[src/rtl/strap_pkg.sv]
package strap_pkg;

   // Bit positions on the strap bus; neighbours decode these positions.
   localparam int POS_CPU     = 0;
   localparam int POS_FAST    = 1;
   localparam int POS_ADDR_LO = 3;
   localparam int POS_BOOT    = 6;
   localparam int POS_LV_EN   = 7;
   localparam int POS_LV_LO   = 8;
   localparam int POS_BUSMODE = 10;
   localparam int STRAP_MIN_W = 11;

   typedef struct packed {
      logic       host_bus;
      logic [1:0] lv_sel;
      logic       lv_en;
      logic       ext_boot;
      logic [1:0] addr_sel;
      logic       fast_rst;
      logic       ext_cpu;
   } strap_cfg_t;

   typedef enum logic [1:0] {
      SEQ_WAIT    = 2'd0,
      SEQ_STRETCH = 2'd1,
      SEQ_RUN     = 2'd2
   } seq_state_t;

   function automatic strap_cfg_t unpack_straps(input logic [STRAP_MIN_W-1:0] s);
      strap_cfg_t c;
      c.ext_cpu  = s[POS_CPU];
      c.fast_rst = s[POS_FAST];
      c.addr_sel = s[POS_ADDR_LO +: 2];
      c.ext_boot = s[POS_BOOT];
      c.lv_en    = s[POS_LV_EN];
      c.lv_sel   = s[POS_LV_LO +: 2];
      c.host_bus = s[POS_BUSMODE];
      return c;
   endfunction

endpackage

[src/rtl/strap_capture.sv]
module strap_capture #(
   parameter int W = 11
) (
   input  logic         clk,
   input  logic         rst_pin,
   input  logic [W-1:0] strap_bus,
   output logic [W-1:0] strap_q,
   output logic         cap_pulse
);

   logic armed_q;

   // Armed while the pin is high; the first edge with the pin low takes the bus.
   assign cap_pulse = armed_q && !rst_pin;

   always_ff @(posedge clk or posedge rst_pin) begin
      if (rst_pin) begin
         armed_q <= 1'b1;
         strap_q <= '0;
      end else if (cap_pulse) begin
         armed_q <= 1'b0;
         strap_q <= strap_bus;
      end
   end

endmodule

[src/rtl/rst_stretch.sv]
module rst_stretch
   import strap_pkg::*;
#(
   parameter int NORMAL_CYCLES = 120000,
   parameter int FAST_CYCLES   = 32
) (
   input  logic clk,
   input  logic rst_pin,
   input  logic start,
   input  logic fast,
   output logic run
);

   localparam int MAX_LEN = (NORMAL_CYCLES > FAST_CYCLES) ? NORMAL_CYCLES : FAST_CYCLES;
   localparam int SCW     = $clog2(MAX_LEN);
   localparam logic [SCW-1:0] NORM_LAST = SCW'(NORMAL_CYCLES - 1);
   localparam logic [SCW-1:0] FAST_LAST = SCW'(FAST_CYCLES - 1);

   seq_state_t     state_q;
   logic [SCW-1:0] cnt_q;
   logic [SCW-1:0] last;

   assign last = fast ? FAST_LAST : NORM_LAST;
   assign run  = (state_q == SEQ_RUN);

   always_ff @(posedge clk or posedge rst_pin) begin
      if (rst_pin) begin
         state_q <= SEQ_WAIT;
         cnt_q   <= '0;
      end else begin
         unique case (state_q)
            SEQ_WAIT: begin
               if (start) begin
                  state_q <= SEQ_STRETCH;
                  cnt_q   <= '0;
               end
            end
            SEQ_STRETCH: begin
               if (cnt_q == last) begin
                  state_q <= SEQ_RUN;
                  cnt_q   <= '0;
               end else begin
                  cnt_q <= cnt_q + 1'b1;
               end
            end
            SEQ_RUN: begin
               if (start) begin
                  state_q <= SEQ_STRETCH;
                  cnt_q   <= '0;
               end
            end
            default: begin
               state_q <= SEQ_WAIT;
               cnt_q   <= '0;
            end
         endcase
      end
   end

endmodule

[src/rtl/lv_qualify.sv]
module lv_qualify #(
   parameter int LV_BASE = 64
) (
   input  logic       clk,
   input  logic       rst_pin,
   input  logic       active,
   input  logic       det,
   input  logic [1:0] sel,
   output logic       fire
);

   localparam int LCW = $clog2(LV_BASE * 8);

   logic [LCW-1:0] cnt_q;
   logic [LCW-1:0] dly_last [4];
   logic [LCW-1:0] last;

   for (genvar i = 0; i < 4; i++) begin : g_dly
      assign dly_last[i] = LCW'(LV_BASE * (1 << i) - 1);
   end

   assign last = dly_last[sel];
   assign fire = active && det && (cnt_q == last);

   // Any low sample, or leaving run, restarts the window.
   always_ff @(posedge clk or posedge rst_pin) begin
      if (rst_pin) begin
         cnt_q <= '0;
      end else if (!active || !det || fire) begin
         cnt_q <= '0;
      end else begin
         cnt_q <= cnt_q + 1'b1;
      end
   end

endmodule

[src/rtl/strap_rst_seq.sv]
module strap_rst_seq
   import strap_pkg::*;
#(
   parameter int         STRAP_W       = 11,
   parameter int         NORMAL_CYCLES = 120000,
   parameter int         FAST_CYCLES   = 32,
   parameter int         LV_BASE       = 64,
   parameter bit         LV_PRESENT    = 1'b1,
   parameter logic [6:0] I2C_BASE      = 7'h34
) (
   input  logic               clk,
   input  logic               rst_pin,
   input  logic [STRAP_W-1:0] strap_bus,
   input  logic               lv_det,
   output logic               core_rst,
   output logic               bus_drive_en,
   output logic               ext_cpu,
   output logic               ext_boot,
   output logic               host_bus_mode,
   output logic [6:0]         i2c_addr
);

   if (STRAP_W < STRAP_MIN_W) begin : g_bad_width
      $error("strap_rst_seq: STRAP_W below %0d", STRAP_MIN_W);
   end
   if (NORMAL_CYCLES < 2 || FAST_CYCLES < 2) begin : g_bad_len
      $error("strap_rst_seq: stretch lengths must be at least 2");
   end
   if (LV_BASE < 1) begin : g_bad_lv
      $error("strap_rst_seq: LV_BASE must be positive");
   end

   logic [STRAP_W-1:0] strap_q;
   logic               cap_pulse;
   logic               lv_fire;
   logic               run;
   strap_cfg_t         cfg;

   strap_capture #(.W(STRAP_W)) u_cap (
      .clk       (clk),
      .rst_pin   (rst_pin),
      .strap_bus (strap_bus),
      .strap_q   (strap_q),
      .cap_pulse (cap_pulse)
   );

   assign cfg = unpack_straps(strap_q[STRAP_MIN_W-1:0]);

   rst_stretch #(
      .NORMAL_CYCLES (NORMAL_CYCLES),
      .FAST_CYCLES   (FAST_CYCLES)
   ) u_stretch (
      .clk     (clk),
      .rst_pin (rst_pin),
      .start   (cap_pulse || lv_fire),
      .fast    (cfg.fast_rst),
      .run     (run)
   );

   if (LV_PRESENT) begin : g_lv
      lv_qualify #(.LV_BASE(LV_BASE)) u_lv (
         .clk     (clk),
         .rst_pin (rst_pin),
         .active  (run && cfg.lv_en),
         .det     (lv_det),
         .sel     (cfg.lv_sel),
         .fire    (lv_fire)
      );
   end else begin : g_no_lv
      assign lv_fire = 1'b0;
   end

   assign core_rst      = !run;
   assign bus_drive_en  = run;
   assign ext_cpu       = cfg.ext_cpu;
   assign ext_boot      = cfg.ext_boot;
   assign host_bus_mode = cfg.host_bus;
   assign i2c_addr      = I2C_BASE + 7'(cfg.addr_sel);

endmodule

[config.mk]
export PLATFORM = sky130hd
export DESIGN_NAME = strap_rst_seq
export DESIGN_NICKNAME = d
export VERILOG_FILES = /design/src/rtl/strap_pkg.sv /design/src/rtl/strap_capture.sv /design/src/rtl/rst_stretch.sv /design/src/rtl/lv_qualify.sv /design/src/rtl/strap_rst_seq.sv
export SDC_FILE = /design/constraint.sdc
export NUM_CORES = 1
export LEC_CHECK = 0
export ABC_AREA = 1
export BUFFER_PORTS_ARGS = -buffer_cell sky130_fd_sc_hd__buf_4
export CAP_MARGIN = 20
export CORE_MARGIN = 2
export CORE_UTILIZATION = 50
export CTS_BUF_LIST = sky130_fd_sc_hd__clkbuf_8 sky130_fd_sc_hd__clkbuf_16
export DETAILED_ROUTE_END_ITERATION = 12
export GPL_ROUTABILITY_DRIVEN = 0
export PLACE_DENSITY_LB_ADDON = 0.3
export SYNTH_ARGS = -nofsm -noshare
export SYNTH_HDL_FRONTEND = slang
export SYNTH_HIERARCHICAL = 1
export SYNTH_SLANG_ARGS = --single-unit
[constraint.sdc]
create_clock -name clk -period 1.83 [get_ports clk]
set_input_delay 0 -clock clk [delete_from_list [all_inputs] [get_ports clk]]
set_output_delay 0 -clock clk [all_outputs]
set_load 0.005 [all_outputs]
# Word level (Yosys, flattened, before mapping)
# Index checks and enable logic that the tools add are counted.
# W data, S select, Z words.
# totals
regBits	40
inputBits	14
word_cells	41
# classes
addsub	3
magnitude_cmp	1
n_eq_ne	6
muxes	11
bitwise_logic	1
n_reduce_logical	14
# ops
operator	count
$mux W17	3
$pmux W17 S2	1
$mux W9	3
$bmux W9 S2	1
$add A17 B1 Y17 const B	1
$eq A17 B17 Y1	1
$add A9 B1 Y9 const B	1
$eq A9 B9 Y1	1
$add A6 B2 Y7 const A	1
$logic_and A1 B1 Y1	4
$logic_not A1 Y1	4
$mux W2	2
$ne A2 B1 Y1 const B	2
$pmux W2 S2	1
$ge A3 B3 Y1 const B	1
$logic_or A1 B1 Y1	3
$not A2 Y3	1
$eq A2 B1 Y1 const B	1
$eq A2 B2 Y1 const B	1
$logic_not A2 Y1	1
$reduce_and A2 Y1	1
$reduce_or A2 Y1	1

# Logic depth before layout (Yosys ltp)
# depth
ltp_word	9
mapped_depth	15
mapped_depth_nobuf	15

# Hierarchy
# Netlist, hierarchy kept.
# modules_own_cells
module	instances	cells_per_inst	area_each_um2	seq_area_each_um2
rst_stretch	1	179	1336.3	475.5
lv_qualify	1	77	534.3	225.2
strap_capture	1	53	486.7	301.5
strap_rst_seq	1	13	67.6	0.0

# Worst setup path before layout
# Ideal clock, no wire load.
# synth_timing
path_type	reg2reg
from	register g_lv.u_lv.cnt_q[0]
to	register u_stretch.cnt_q[14]
arrival_time_ps	1769
required_ps	1709
setup_slack_ps	-60
stages_incl_launch_ff	15
n_path_buf	0
cell_sequence	dfrtp_1 -> ha_1 -> inv_1 -> nor3_2 -> nand3_2 -> nor2_1 -> inv_1 -> nand2_1 -> nor2_4 -> nor3_4 -> nand2_2 -> nor2_1 -> nand2_1 -> nand2_1 -> a21oi_2
# synth_via
elab_chain_len	4
# synth_lines
element	line_no	text
from (decl)	lv_qualify.sv:14	logic [LCW-1:0] cnt_q;
from (signal assigned)	lv_qualify.sv:32	cnt_q <= cnt_q + 1'b1;
$eq A9 B9 Y1	lv_qualify.sv:23	assign fire = active && det && (cnt_q == last);
$logic_and A1 B1 Y1	lv_qualify.sv:23	
named net lv_fire	strap_rst_seq.sv:35	logic lv_fire;
$logic_or A1 B1 Y1	strap_rst_seq.sv:55	.start (cap_pulse || lv_fire),
$ne A2 B1 Y1 (no line)	n/a	
to (signal assigned)	rst_stretch.sv:43	cnt_q <= cnt_q + 1'b1;
to (decl)	rst_stretch.sv:20	logic [SCW-1:0] cnt_q;
# The timed path passes the listed nets, and every way through them passes these cells.
# A chain may end at the register's enable or synchronous reset.

# Worst setup path in the final report
# Ends and elaborated chain as after synthesis.

==> impl_results.md <==
- Reg2reg setup slack: 0.002 ns
- Post-DRT Antenna Nets: 0
- Met2 Use GR: 0.346
- Setup Crit Path Kind: reg2reg
- Maximum VDD drop: 0.624 mV
- Number of buffers inserted by port buffering: 18
- Iteration-0 DRC Markers: 101
- Cell Area, Synth: 2350 um^2
- PwrDens: 538 nW/um^2
- Leakage Power: 1.36 nW
- Post-placement cell area: 2570 um^2
- Reg2Reg Launch Point: g_lv.u_lv/cnt_q[0]
- Worst Hold Class: in2reg
- Via count normalized by instance count: 5.08
- Drt pass-1 iters: 5
- I/O pin count: 26
- Max Freq: 547 MHz
- WL/cell: 12.3 um
- CTS tree: done
- Cells after DPL: 389
- Core Region: 4440 um^2
- WP data arrival: 2.01 ns
- Final Hold Fails: 0
- Die span in y: 72.6 um
- Total wire length: 5040 um
- Post-route non-filler standard cell count: 410
- Run status: finished clean
- Die W: 72.6 um
- # setup viols final: 0
- Crit-path max cell delay: 0.36 ns
- Slew @ Worst Pin: 0.731 ns
- Rows: 24
- Total gr overflow: 0
- Mean post-synth cell area: 7.48 um^2
- CTS Sinks: 38
- Max-cap violations: 0
- Largest net degree at the start of global routing: 20
- Global-route layer with the greatest usage: met2
- Nets: 373
- Crit path launch type: flip-flop
- CTS root buf: clkbuf_8
- R2R depth: 14
- Post-route minimum period: 1.83 ns
- Detailed-route via count: 2,084
- Max clock buf depth: 2
- First-pass GRT wire length: 8800 um
- Design Area, Final: 2810 um^2
- Worst setup EP type: flip-flop
- Initial antenna violation count: 0
- Filler Cell Count: 383
- Clk slew on worst S/H paths: 0.08 ns
- Met1 GRT Util: 0.289
- Diodes inserted: 0
- Post-synthesis cell count: 314
- Crit share post-route: 0.999
- Pins Over Slew Limit: 0
- CTS Buf Count: 5
- Area delta synth->final: 19.7%
- Worst Setup EP: u_stretch/cnt_q[14]
- Worst-skew pair later-pin latency: 0.30 ns
- Post-DP HPWL: 3620 um
- Normalized max-slew margin: 0.512
- YS warnings: 6
- Die Area: 5260 um^2
- CP Launch Point: g_lv.u_lv/cnt_q[0]
- Max FO, Critical Path: 5
- Vias in the first global route: 1,990
- Layout cells sized above 1: 0.240
- RR Endpoint: u_stretch/cnt_q[14]
- Gr usage total: 0.213
- Crit-path cells: ha_2 > inv_2 > nor3_4 > nand3_2 > nor2_1 > inv_1 > nand2_2 > nor2_4 > nor3_4 > nand2_2 > nor2_1 > nand2_1 > nand2_1 > a21oi_2
- CP max stage cell: dfrtp_1
- DRC viols: 0
- RSZ-0062 raised after global routing: yes
- GRT met3 Usage: 0.0417
- Layout Skew: 0.00681 ns
- CP Data Required Time: 2.01 ns
- Starting density of the core: 0.529
- CTS H-Tree Depth: 2
[layout make-up]
class	count	area, um^2	share of cell area
multi-input combinational	225	1180	0.419
sequential	38	953	0.339
timing repair buffer	45	363	0.129
inverter	42	159	0.0565
clock buffer	6	82.6	0.0294
tap	52	65.1	0.0231
clock inverter	2	12.5	0.00445
[power by group]
part	internal [mW]	leakage [nW]	switching, mW
combinational	0.0309	0.786	0.0300
clock	0.303	0.0472	0.311
sequential	0.839	0.526	0
total	1.17	1.36	0.341
[worst min-delay path by stage]
stage / startpoint / endpoint / cells after the start
finish: lv_det / g_lv.u_lv/cnt_q[7] / 5
global route: lv_det / g_lv.u_lv/cnt_q[7] / 5
CTS: lv_det / g_lv.u_lv/cnt_q[7] / 5
detailed placement: rst_pin / g_lv.u_lv/cnt_q[6] / 2
global placement: rst_pin / g_lv.u_lv/cnt_q[6] / 2
floorplan: rst_pin / g_lv.u_lv/cnt_q[0] / 1
[sequential cells by signal, indices dropped and copies added, names as in the netlist]
signal,cells
u_cap/strap_q,9
u_cap/armed_q,1
u_stretch/cnt_q,17
g_lv.u_lv/cnt_q,9
u_stretch/state_q,2
[repair_timing]
item / in CTS / in global routing
setup buffers: 0 / 3
hold buffers: 10 / 0
pin swaps: 1 / 4
hold endpoints to repair: 48 / 0
resized for setup: 1 / 7
setup endpoints to repair: 5 / 10
[metal layers]
layer / share of wire / routed length (um)
met3: 0.039 / 195
met2: 0.47 / 2390
met5: 0 / 0
met1: 0.48 / 2400
met4: 0.012 / 58
[cell usage in the layout, fill, tap and decap left out]
master and instances:
o21ai_0 5, dfrtp_1 36, nor3_4 2, nand2_2 9
nor2_1 34, nor2_2 3, xor2_1 10, o21ai_1 3
o22ai_2 1, dfrtp_2 1, o22ai_1 3, dlygate4sd3_1 10
xnor2_1 2, nand4_1 7, nor3_1 6, o21ai_2 3
nand3_2 4, nand3_1 29, conb_1 5, clkinv_2 2
nand2_4 1, clkinvlp_4 1, nand2_1 85, dfstp_2 1
ha_2 1, clkbuf_8 6, a21oi_2 8, nor2_4 3
inv_2 5, buf_4 35, ha_1 1, inv_1 36
[worst max-delay path, delay by kind of cell (launching register included)]
family | cells | cell delay, ns
and+or+nand+nor | 10 | 1.04
buffers and inverters | 2 | 0.09
DFF | 1 | 0.36
adders and majority gates | 1 | 0.19
AOI/OAI and AO/OA | 1 | 0.03
[per-stage QoR]
step,hold slack (ns),setup TNS [ns],setup WS (ns),total power [mW],util
2_1_floorplan,-0.172,0,0.0242,0.883,-
3_5_place_dp,0.0307,-0.0588,-0.0434,0.900,0.579
4_1_cts,0.135,0,0.0234,1.53,0.624
6_report,0.131,0,0.00182,1.51,0.633
3_3_place_gp,0.0288,-0.0192,-0.0192,0.899,0.579
5_1_grt,0.166,-0.514,-0.166,1.55,0.633
(Power assumes the default switching activity.)
